$ cat config.mk
export PLATFORM = sky130hd
export DESIGN_NAME = thermo_bridge
export DESIGN_NICKNAME = d
export VERILOG_FILES = /design/src/rtl/thermo_pkg.sv /design/src/rtl/thermo_lane.sv /design/src/rtl/thermo_shifter.sv /design/src/rtl/thermo_bridge.sv
export SDC_FILE = /design/constraint.sdc
export NUM_CORES = 1
export LEC_CHECK = 0
export BUFFER_PORTS_ARGS = -buffer_cell sky130_fd_sc_hd__buf_2
export CORE_MARGIN = 2
export CORE_UTILIZATION = 60
export DETAILED_ROUTE_END_ITERATION = 6
export GPL_TIMING_DRIVEN = 1
export PLACE_DENSITY = 0.77
export SYNTH_ARGS = -nofsm -noshare
export SYNTH_HDL_FRONTEND = slang
export SYNTH_SLANG_ARGS = --single-unit
export TNS_END_PERCENT = 50
$ cat constraint.sdc
create_clock -name clk -period 3.7 [get_ports clk]
set_clock_uncertainty 0.05 [all_clocks]
set_input_delay 0.37 -clock clk [delete_from_list [all_inputs] [get_ports clk]]
set_output_delay 0.37 -clock clk [all_outputs]
set_load 0.005 [all_outputs]
$ cat src/rtl/thermo_pkg.sv
package thermo_pkg;

    // Default geometry
    localparam int unsigned LANES     = 4;
    localparam int unsigned CMD_BITS  = 8;
    localparam int unsigned TEMP_BITS = 9;
    localparam int unsigned CFG_BITS  = 8;
    localparam int unsigned DATA_BITS = 16;

    // Register addresses
    localparam logic [1:0] ADDR_CTL = 2'd0;
    localparam logic [1:0] ADDR_WR  = 2'd1;
    localparam logic [1:0] ADDR_RD  = 2'd2;

    // Control register codes
    localparam logic [7:0] CTL_CLEAR    = 8'h01;
    localparam logic [7:0] CTL_SCK_LOW  = 8'h02;
    localparam logic [7:0] CTL_SCK_HIGH = 8'h03;

    // Data-write register codes
    localparam logic [7:0] WR_ONE    = 8'h01;
    localparam logic [7:0] WR_REWIND = 8'h04;

    // Command opcodes
    localparam logic [7:0] OP_GET_TEMP = 8'hAA;
    localparam logic [7:0] OP_GET_CFG  = 8'hAC;
    localparam logic [7:0] OP_CONVERT  = 8'hEE;

    // Lane values after reset
    localparam logic [8:0] TEMP_RESET = 9'd44;
    localparam logic [7:0] CFG_RESET  = 8'h02;

    typedef enum logic [1:0] {
        SRC_NONE = 2'd0,
        SRC_TEMP = 2'd1,
        SRC_CFG  = 2'd2
    } rd_src_e;

endpackage

$ cat src/rtl/thermo_lane.sv
module thermo_lane
    import thermo_pkg::*;
#(
    parameter int unsigned TEMP_BITS = thermo_pkg::TEMP_BITS,
    parameter int unsigned CFG_BITS  = thermo_pkg::CFG_BITS,
    parameter int unsigned POS_W     = 5,
    parameter logic [TEMP_BITS-1:0] TEMP_INIT = TEMP_BITS'(thermo_pkg::TEMP_RESET),
    parameter logic [CFG_BITS-1:0]  CFG_INIT  = CFG_BITS'(thermo_pkg::CFG_RESET)
) (
    input  logic                 clk,
    input  logic                 rst_n,
    input  logic                 pre_hit,
    input  logic                 pre_cfg,
    input  logic [TEMP_BITS-1:0] pre_value,
    input  logic [POS_W-1:0]     pos,
    input  rd_src_e              src,
    output logic                 bit_o
);

    typedef struct packed {
        logic [TEMP_BITS-1:0] temp;
        logic [CFG_BITS-1:0]  cfg;
    } lane_t;

    lane_t cur_q, nxt_d;

    always_comb begin
        nxt_d = cur_q;
        if (pre_hit) begin
            if (pre_cfg) nxt_d.cfg  = pre_value[CFG_BITS-1:0];
            else         nxt_d.temp = pre_value;
        end
    end

    always_ff @(posedge clk) begin
        if (!rst_n) begin
            cur_q.temp <= TEMP_INIT;
            cur_q.cfg  <= CFG_INIT;
        end else begin
            cur_q <= nxt_d;
        end
    end

    // Bit at the shared position; a position past the value's width reads as 0
    logic temp_bit, cfg_bit;
    always_comb begin
        temp_bit = |(cur_q.temp & (TEMP_BITS'(1) << pos));
        cfg_bit  = |(cur_q.cfg  & (CFG_BITS'(1)  << pos));
        case (src)
            SRC_TEMP: bit_o = temp_bit;
            SRC_CFG:  bit_o = cfg_bit;
            default:  bit_o = 1'b0;
        endcase
    end

    AST_PRELOAD_TEMP: assert property (@(posedge clk) disable iff (!rst_n)
        (pre_hit && !pre_cfg) |=> (cur_q.temp == $past(pre_value)));
    AST_PRELOAD_CFG: assert property (@(posedge clk) disable iff (!rst_n)
        (pre_hit && pre_cfg) |=> (cur_q.cfg == $past(pre_value[CFG_BITS-1:0])));
    AST_NO_LOAD_STABLE: assert property (@(posedge clk) disable iff (!rst_n)
        !pre_hit |=> $stable(cur_q));

endmodule

$ cat src/rtl/thermo_shifter.sv
module thermo_shifter
    import thermo_pkg::*;
#(
    parameter int unsigned CMD_BITS  = thermo_pkg::CMD_BITS,
    parameter int unsigned TEMP_BITS = thermo_pkg::TEMP_BITS,
    parameter int unsigned CFG_BITS  = thermo_pkg::CFG_BITS,
    parameter int unsigned DATA_BITS = thermo_pkg::DATA_BITS,
    parameter int unsigned POS_W     = $clog2(DATA_BITS + 1)
) (
    input  logic             clk,
    input  logic             rst_n,
    input  logic             ctl_wr,
    input  logic             dat_wr,
    input  logic             rd_go,
    input  logic [7:0]       wbyte,
    output logic [POS_W-1:0] pos_o,
    output rd_src_e          src_o,
    output logic             unknown_o
);

    localparam int unsigned CPOS_W = $clog2(CMD_BITS + 1);
    localparam logic [POS_W-1:0] POS_MAX = {POS_W{1'b1}};

    typedef struct packed {
        logic [CMD_BITS-1:0]  cmd;
        logic [CPOS_W-1:0]    cpos;
        logic [DATA_BITS-1:0] data;
        logic [POS_W-1:0]     dpos;
        logic                 sck_low;
        logic                 unk;
    } sh_t;

    sh_t cur_q, nxt_d;

    function automatic sh_t wipe(input sh_t s);
        sh_t r;
        r      = s;
        r.cmd  = '0;
        r.cpos = '0;
        r.data = '0;
        r.dpos = '0;
        return r;
    endfunction

    // Decode of the held command
    logic    cmd_full;
    rd_src_e src;
    always_comb begin
        cmd_full = (cur_q.cpos == CPOS_W'(CMD_BITS));
        src      = SRC_NONE;
        if (cmd_full && cur_q.cmd == CMD_BITS'(OP_GET_TEMP))     src = SRC_TEMP;
        else if (cmd_full && cur_q.cmd == CMD_BITS'(OP_GET_CFG)) src = SRC_CFG;
    end

    // Helpers shared by the read and write paths
    logic [POS_W-1:0]    pos_inc;
    logic [POS_W-1:0]    rd_limit;
    logic                bit_one;
    logic [CMD_BITS-1:0] cmd_next;
    always_comb begin
        pos_inc  = (cur_q.dpos == POS_MAX) ? cur_q.dpos : cur_q.dpos + 1'b1;
        rd_limit = (src == SRC_TEMP) ? POS_W'(TEMP_BITS) : POS_W'(CFG_BITS);
        bit_one  = (wbyte == WR_ONE);
        cmd_next = cur_q.cmd | (CMD_BITS'(bit_one) << cur_q.cpos);
    end

    always_comb begin
        nxt_d     = cur_q;
        nxt_d.unk = 1'b0;
        if (rd_go) begin
            if (src != SRC_NONE) begin
                nxt_d.dpos = pos_inc;
                if (pos_inc >= rd_limit) nxt_d = wipe(nxt_d);
            end
        end else if (ctl_wr) begin
            case (wbyte)
                CTL_CLEAR:    nxt_d = wipe(nxt_d);
                CTL_SCK_LOW:  nxt_d.sck_low = 1'b1;
                CTL_SCK_HIGH: nxt_d.sck_low = 1'b0;
                default:      ;
            endcase
        end else if (dat_wr) begin
            if (wbyte == WR_REWIND) begin
                nxt_d.dpos = '0;
            end else if (cur_q.sck_low) begin
                if (!cmd_full) begin
                    nxt_d.cmd  = cmd_next;
                    nxt_d.cpos = cur_q.cpos + 1'b1;
                    if (cur_q.cpos == CPOS_W'(CMD_BITS - 1)) begin
                        if (cmd_next == CMD_BITS'(OP_CONVERT)) begin
                            nxt_d = wipe(nxt_d);
                        end else if (cmd_next != CMD_BITS'(OP_GET_TEMP) &&
                                     cmd_next != CMD_BITS'(OP_GET_CFG)) begin
                            nxt_d.unk = 1'b1;
                        end
                    end
                end else begin
                    nxt_d.data = cur_q.data | (DATA_BITS'(bit_one) << cur_q.dpos);
                    nxt_d.dpos = pos_inc;
                end
            end
        end
    end

    always_ff @(posedge clk) begin
        if (!rst_n) cur_q <= '0;
        else        cur_q <= nxt_d;
    end

    assign pos_o     = cur_q.dpos;
    assign src_o     = src;
    assign unknown_o = cur_q.unk;

    AST_CLEAR_EMPTIES: assert property (@(posedge clk) disable iff (!rst_n)
        (ctl_wr && wbyte == CTL_CLEAR) |=> (cur_q.cpos == '0 && cur_q.dpos == '0 && cur_q.cmd == '0));
    AST_IDLE_WRITE_IGNORED: assert property (@(posedge clk) disable iff (!rst_n)
        (dat_wr && wbyte != WR_REWIND && !cur_q.sck_low) |=> ($stable(cur_q.cpos) && $stable(cur_q.dpos)));
    AST_REWIND_ZERO: assert property (@(posedge clk) disable iff (!rst_n)
        (dat_wr && wbyte == WR_REWIND) |=> (cur_q.dpos == '0 && $stable(cur_q.cpos)));
    AST_CMD_COUNT_BOUND: assert property (@(posedge clk) disable iff (!rst_n)
        cur_q.cpos <= CPOS_W'(CMD_BITS));
    AST_UNKNOWN_SINGLE: assert property (@(posedge clk) disable iff (!rst_n)
        unknown_o |=> !unknown_o);
    AST_IDLE_READ_FROZEN: assert property (@(posedge clk) disable iff (!rst_n)
        (rd_go && src == SRC_NONE) |=> $stable(cur_q.dpos));

endmodule

$ cat src/rtl/thermo_bridge.sv
module thermo_bridge
    import thermo_pkg::*;
#(
    parameter int unsigned NUM_LANES = thermo_pkg::LANES,
    parameter int unsigned CMD_BITS  = thermo_pkg::CMD_BITS,
    parameter int unsigned TEMP_BITS = thermo_pkg::TEMP_BITS,
    parameter int unsigned CFG_BITS  = thermo_pkg::CFG_BITS,
    parameter int unsigned DATA_BITS = thermo_pkg::DATA_BITS
) (
    input  logic                         clk,
    input  logic                         rst_n,
    input  logic                         bus_wr,
    input  logic                         bus_rd,
    input  logic [1:0]                   bus_addr,
    input  logic [7:0]                   bus_wdata,
    output logic [NUM_LANES-1:0]         bus_rdata,
    output logic                         cmd_unknown,
    input  logic                         pre_we,
    input  logic                         pre_cfg,
    input  logic [$clog2(NUM_LANES)-1:0] pre_lane,
    input  logic [TEMP_BITS-1:0]         pre_value
);

    localparam int unsigned LANE_W = $clog2(NUM_LANES);
    localparam int unsigned POS_W  = $clog2(DATA_BITS + 1);

    // Host decode: a read in the same cycle wins over a write
    logic ctl_wr, dat_wr, rd_go;
    always_comb begin
        ctl_wr = bus_wr && !bus_rd && (bus_addr == ADDR_CTL);
        dat_wr = bus_wr && !bus_rd && (bus_addr == ADDR_WR);
        rd_go  = bus_rd && (bus_addr == ADDR_RD);
    end

    logic [POS_W-1:0]     shared_pos;
    rd_src_e              src;
    logic [NUM_LANES-1:0] lane_bits;

    thermo_shifter #(
        .CMD_BITS  (CMD_BITS),
        .TEMP_BITS (TEMP_BITS),
        .CFG_BITS  (CFG_BITS),
        .DATA_BITS (DATA_BITS),
        .POS_W     (POS_W)
    ) u_shift (
        .clk       (clk),
        .rst_n     (rst_n),
        .ctl_wr    (ctl_wr),
        .dat_wr    (dat_wr),
        .rd_go     (rd_go),
        .wbyte     (bus_wdata),
        .pos_o     (shared_pos),
        .src_o     (src),
        .unknown_o (cmd_unknown)
    );

    for (genvar g = 0; g < NUM_LANES; g++) begin : g_lane
        thermo_lane #(
            .TEMP_BITS (TEMP_BITS),
            .CFG_BITS  (CFG_BITS),
            .POS_W     (POS_W)
        ) u_lane (
            .clk       (clk),
            .rst_n     (rst_n),
            .pre_hit   (pre_we && (pre_lane == LANE_W'(g))),
            .pre_cfg   (pre_cfg),
            .pre_value (pre_value),
            .pos       (shared_pos),
            .src       (src),
            .bit_o     (lane_bits[g])
        );
    end

    // Registered read data, held between reads
    logic [NUM_LANES-1:0] rdata_d, rdata_q;

    always_comb begin
        rdata_d = rdata_q;
        if (bus_rd) rdata_d = rd_go ? lane_bits : '0;
    end

    always_ff @(posedge clk) begin
        if (!rst_n) rdata_q <= '0;
        else        rdata_q <= rdata_d;
    end

    assign bus_rdata = rdata_q;

    AST_IDLE_READ_ZERO: assert property (@(posedge clk) disable iff (!rst_n)
        (rd_go && src == SRC_NONE) |=> (bus_rdata == '0));
    AST_OFF_READ_NO_MOVE: assert property (@(posedge clk) disable iff (!rst_n)
        (bus_rd && bus_addr != ADDR_RD) |=> ($stable(shared_pos) && bus_rdata == '0));
    AST_RDATA_HOLDS: assert property (@(posedge clk) disable iff (!rst_n)
        !bus_rd |=> $stable(bus_rdata));

endmodule

## Yosys cells after proc, flatten, opt, wreduce, memory -nomap -nowiden

Cells that the tools add are included.

| word-level totals | value |
|---|---|
| input bits | 27 |
| output and inout port bits | 5 |
| logic and storage cells | 130 |
| register bits | 107 |

| operators by class | value |
|---|---|
| $add $sub $neg | 2 |
| eq/ne operators | 26 |
| shift operators | 4 |
| bitwise gates (word level) | 12 |
| muxes and demuxes | 27 |
| $lt $le $gt $ge | 1 |
| reductions and logical operators | 43 |

Operator list:

| cell | count |
|---|---|
| 2-to-1 mux 35 bit | 7 |
| AND 9 bit | 4 |
| OR reduction 9 bit | 4 |
| 2-to-1 mux 34 bit | 1 |
| 2-to-1 mux 33 bit | 1 |
| AND 8 bit | 4 |
| OR reduction 8 bit | 4 |
| 2-to-1 mux 28 bit | 1 |
| == test 8 bit, second input constant | 3 |
| 2-to-1 mux 21 bit | 1 |
| == test 8 x 2 -> 1 bit, second input constant | 2 |
| != test 8 bit, second input constant | 2 |
| bitwise OR 16 bit | 1 |
| AND reduction 2 bit | 8 |
| left shift 1 x 5 -> 16 bit | 1 |
| 2-to-1 mux 12 bit | 1 |
| nonzero test 4 bit | 3 |
| logical AND 1 bit | 11 |
| 2-to-1 mux 5 bit | 2 |
| case mux 1 bit (2 select lines) | 5 |
| nonzero test 5 bit | 2 |
| left shift 1 x 5 -> 9 bit, first input constant | 1 |
| == test 2 bit, second input constant | 4 |
| == test 8 x 1 -> 1 bit, second input constant | 1 |
| other kinds (27) | 41 |

## Depth between registers and ports, before layout

| logic depth | value |
|---|---|
| depth in word-level cells | 14 |
| depth in mapped cells | 14 |
| mapped depth without buffers | 13 |

## By module

Synthesis repeated with hierarchy kept, for this count alone.

| second synthesis, totals | value |
|---|---|
| cell total of the unflattened synthesis | 619 |
| area, all modules | 5413.9 sq um |

Modules (own cells, without submodules):

| module | instances | cells each | seq. area each (sq um) | area an instance (sq um) |
|---|---|---|---|---|
| thermo_lane | 4 | 105 | 340.3 | 909.6 |
| thermo_shifter | 1 | 174 | 380.4 | 1527.7 |
| thermo_bridge | 1 | 25 | 80.1 | 247.7 |

## Least setup slack after synthesis

Ideal clock, no wire load.

| timing path | value |
|---|---|
| kind | register -> register |
| from | register u_shift.cur_q[23] in the netlist's numbering |
| to | register u_shift.cur_q[23] in the netlist's numbering |
| data required time | 3.576 ns |
| arrival | 2.626 ns |
| period minus slack after synthesis | 2.751 ns |
| stages on the path, launching flop included | 14 |
| path buffers | 1 |
| setup time | 0.074 ns |
| setup slack | 0.949 ns |
| path through | dfxtp_1 > inv_1 > ha_1 > nand3b_1 > or3_1 > nor4b_1 > ha_1 > nor4_1 > o21ai_0 > and3_1 > buf_2 > nor2_1 > nand2_1 > o21ai_0 |

| on the way | value |
|---|---|
| cells in the longest elaborated chain, start to end | 11 |
| elaborated cells on any way between the ends | 26 |
| those cells by class | add/sub: 1; order compare: 1; eq/ne: 7; shift: 1; mux: 11; bitwise: 1; reduce/logical: 4 |

RTL lines:

| item | line | text |
|---|---|---|
| start, declared | thermo_shifter.sv:33 | `sh_t cur_q, nxt_d;` |
| start signal, assigned | thermo_shifter.sv:107 | `else cur_q <= nxt_d;` |
| parallel branches: the longest is 11 deep, another holds >= comparator 5 bit | - |  |

Parallel ways; which one is timed is not known. The select of a mux whose other input is x is not followed.
A chain may end at the register's enable or synchronous reset.

## Worst setup path in the final report

| timing path | value |
|---|---|
| from | register u_shift.cur_q[23] in the netlist's numbering |
| to | register u_shift.cur_q[28] in the netlist's numbering |

The elaborated chain is that of the path after synthesis.

==> parameters.txt <==
Parameter                              Value

Yosys
  Seq cells post-synth ... 91
  Yosys cell types ... 64
  Count of warnings emitted by yosys ... 0
  Share of synthesized registers carrying an async set or reset ... 0
  Main combinational cell family by area after synthesis ... simple AND/OR/NAND/NOR gates
  Fraction of the yosys area taken by sequential cells ... 0.403
  Share of synthesized area spent on multiplexers ... 0.0506
  Simple-gate portion of the synthesized area ... 0.291
  Count of flip-flops with a built-in enable after synthesis ... 0
  Synth Area in Adders ... 0.0249
  Post-synthesis area per instance ... 7.91 µm²
  Post-synthesis compound-gate area fraction ... 0.181
  Post-synth net total ... 608
  Area of the mapped netlist ... 4520 µm²
  Most used DFF post-synth ... dfxtp_1
  Synthesized instance count ... 572
  Post-Synth XOR/XNOR Area ... 0.00581

Drt
  Total via count in the routed design ... 4299
  Number of iterations in the first detailed-routing pass ... 6
  Routed Wire Length ... 12200 µm
  Iteration-0 DRC count of the detailed router ... 386
  Avg Vias per Cell ... 6.19
  Routed length per instance ... 17.6 µm
  Residual antenna-violating net count after detailed routing ... 0
  DRC violations left ... 0

Die
  Initial cell density of the core ... 0.620
  Top Ports ... 32
  Die width ... 90.8 µm
  Full die area ... 8250 µm²
  Core outline area ... 7290 µm²
  Die outline height ... 90.8 µm
  Rows ... 31

Placed design
  Port Buf Inserts ... 31
  Placed inst area ... 4700 µm²
  Final weighted congestion in routability-driven placement ... 0.990
  Number of placed cells counting well taps ... 678
  Final HPWL from detailed placement ... 8700 µm

Finish
  Fraction of final layout cells sized beyond drive strength 1 ... 0.133
  Post-Layout Inst Area ... 4890 µm²
  Final cell count without fillers ... 694
  Antenna diode instance count ... 0
  Net count, final ... 626
  Area grow syn2layout ... 8.19%

GRT
  Largest net degree at the start of global routing ... 64
  Global route overflow ... 0
  Antenna violations before repair ... 0
  Via count of the first global-routing pass ... 4024
  Total track usage ... 0.301
  First-pass GRT wire length ... 19700 µm

Critical path
  Crit Path Max Fanout ... 11
  Crit-path slowest cell ... or3_1
  Category of the worst setup path capture point ... flip-flop
  Total buffers and inverters traversed by the critical path ... 2
  Required arrival time at the worst endpoint ... 3.94 ns
  Critical path launch point type ... flip-flop
  Largest delay share family, worst path ... simple AND/OR/NAND/NOR gates
  Arr. time, crit path ... 3.60 ns
  Critical path, cell by cell ... inv_1 > ha_1 > nand3b_1 > or3_1 > nor4b_1 > ha_1 > nor4_1 > o21ai_0 > and3_1 > inv_1 > o21ai_1 > a21oi_1
  Class of the most critical setup path ... reg -> reg
  Crit-path max cell delay ... 0.41 ns

CTS
  Setup Fix Bufs, Post-CTS ... 0
  Clock transition at the registers of the reported paths ... 0.10 ns
  Depth of the CTS H-tree ... 3
  Count of instances resized after the clock tree is built ... 0
  Clock latency at the later pin of the worst-skew pair ... 0.36 ns
  Number of buffers on the longest clock path ... 2
  Number of clock buffers inserted by TritonCTS ... 9
  Root buffer cell ... clkbuf_8
  Hold bufs inserted after CTS ... 0
  Clock tree from TritonCTS ... yes
  Total number of clock tree sinks ... 91

Power
  Peak VDD IR ... 0.000258 V
  Lkg Pwr ... 1.73 nW
  Design Power ... 1.79 mW
  Power density over the cells ... 367 nW/µm²

STA
  Endpoints failing setup ... 0
  Rel. slew slack ... 0.259
  Slew of the pin with the lowest slew margin ... 1.11 ns
  RSZ-0062 raised after global routing ... no
  Aggregate negative setup slack ... 0 ns
  Final worst path period share ... 0.909
  Time the final worst path needs with I/O delays and setup ... 3.36 ns
  Worst hold-check slack ... 0.247 ns
  FMAX ... 297 MHz
  Final hold viol count ... 0
  Number of pins exceeding their max-slew limit in the final report ... 0

Flow run
  MaxCap Viol Count ... 0

Hold path
  Hold/Removal Path Class ... in -> reg

Status
  Run status ... completed
[cell usage after synthesis (8+ instances only)]
| library cell | count | area, µm² |
|---|---|---|
| nand2_1 | 161 | 604 |
| dfxtp_1 | 91 | 1820 |
| a21oi_1 | 67 | 335 |
| nand3_1 | 33 | 165 |
| nor2_1 | 30 | 113 |
| clkbuf_1 | 14 | 52.6 |
| inv_1 | 13 | 48.8 |
| o21ai_0 | 13 | 65.1 |
| buf_1 | 10 | 37.5 |
| a22oi_1 | 9 | 67.6 |
| ha_1 | 9 | 113 |
| a31oi_1 | 8 | 50.1 |
[worst register-to-register path, stage by stage (launching register included)]
cell	delay [ns]
dfxtp_1	0.36
inv_1	0.11
ha_1	0.17
nand3b_1	0.19
or3_1	0.42
nor4b_1	0.39
ha_1	0.31
nor4_1	0.26
o21ai_0	0.15
and3_1	0.33
inv_1	0.18
o21ai_1	0.18
a21oi_1	0.20
[path summary, 6_finish.rpt]
check	startpoint	to	slack (ns)	depth (start not counted)
worst max-delay path	u_shift.cur_q[23]$_SDFFE_PN0P_	u_shift.cur_q[28]$_SDFFE_PN0P_	0.34	12
worst min-delay path	pre_value[8]	g_lane[3].u_lane.cur_q[16]$_SDFFE_PN0P_	0.25	3
worst max register to register	u_shift.cur_q[23]$_SDFFE_PN0P_	u_shift.cur_q[28]$_SDFFE_PN0P_	0.34	12
worst min register to register	g_lane[2].u_lane.cur_q[5]$_SDFFE_PN0P_	g_lane[2].u_lane.cur_q[5]$_SDFFE_PN0P_	0.41	2
[routing by layer]
layer  vias up  wire length, µm  GRT usage
met2       203             5770      0.487
li1       2046                -          -
met5         -                0          0
met1      2012             5020      0.394
met4         0              391      0.129
met3        38             1020     0.0576
[through the flow]
step / worst slack [ns] / util
6_report: 0.338 / 0.671
5_1_grt: 0.138 / 0.671
4_1_cts: 0.429 / 0.671
3_5_place_dp: 0.469 / 0.644
3_3_place_gp: 0.592 / 0.644
2_1_floorplan: 0.949 / -
[layout by cell type, fill, tap and decap left out, types with 4 or more instances in the layout]
| cell | count |
|---|---|
| nand2_1 | 161 |
| dfxtp_1 | 91 |
| a21oi_1 | 67 |
| nand3_1 | 33 |
| buf_2 | 31 |
| nor2_1 | 30 |
| inv_1 | 13 |
| o21ai_0 | 13 |
| clkbuf_8 | 11 |
| a22oi_1 | 9 |
| ha_1 | 9 |
| a31oi_1 | 8 |
| nor2b_1 | 6 |
| mux2i_1 | 6 |
| a32oi_1 | 6 |
| mux4_2 | 6 |
| nor3_1 | 5 |
| and3_1 | 5 |
| nand4_1 | 5 |
| buf_4 | 5 |
| and4_1 | 4 |
| nor3b_1 | 4 |
[flip-flops by register name, indices dropped and copies added, names as in the netlist]
name                 flops
u_shift.pos_o            5
u_shift.cur_q           13
g_lane.u_lane.cur_q     68
bus_rdata                4
u_shift.unknown_o        1
[power by group]
group | internal (mW) | total, mW | switching, mW
logic | 0.0373 | 0.123 | 0.0853
clock network | 0.290 | 0.666 | 0.377
registers | 0.997 | 1.01 | 0.00935
total | 1.32 | 1.79 | 0.471
[cell type report]
type | count | area [µm²]
well taps | 99 | 124
clock buffers | 11 | 151
multi-input cells | 437 | 2500
fillers | 690 | 2400
flip-flops and latches | 91 | 1820
clock inverters | 5 | 43.8
repair buffers | 36 | 193
inverters | 15 | 56.3
[logic make-up (layout without fill, tap and decap cells)]
logic type / count (synthesis) / count (layout)
xor+xnor: 3 / 3
compound gates: 131 / 131
flops: 91 / 91
fa+ha+maj: 9 / 9
mux: 15 / 15
simple gates: 279 / 279
buf+inv: 44 / 67
Power figures use the tool's default switching activity.
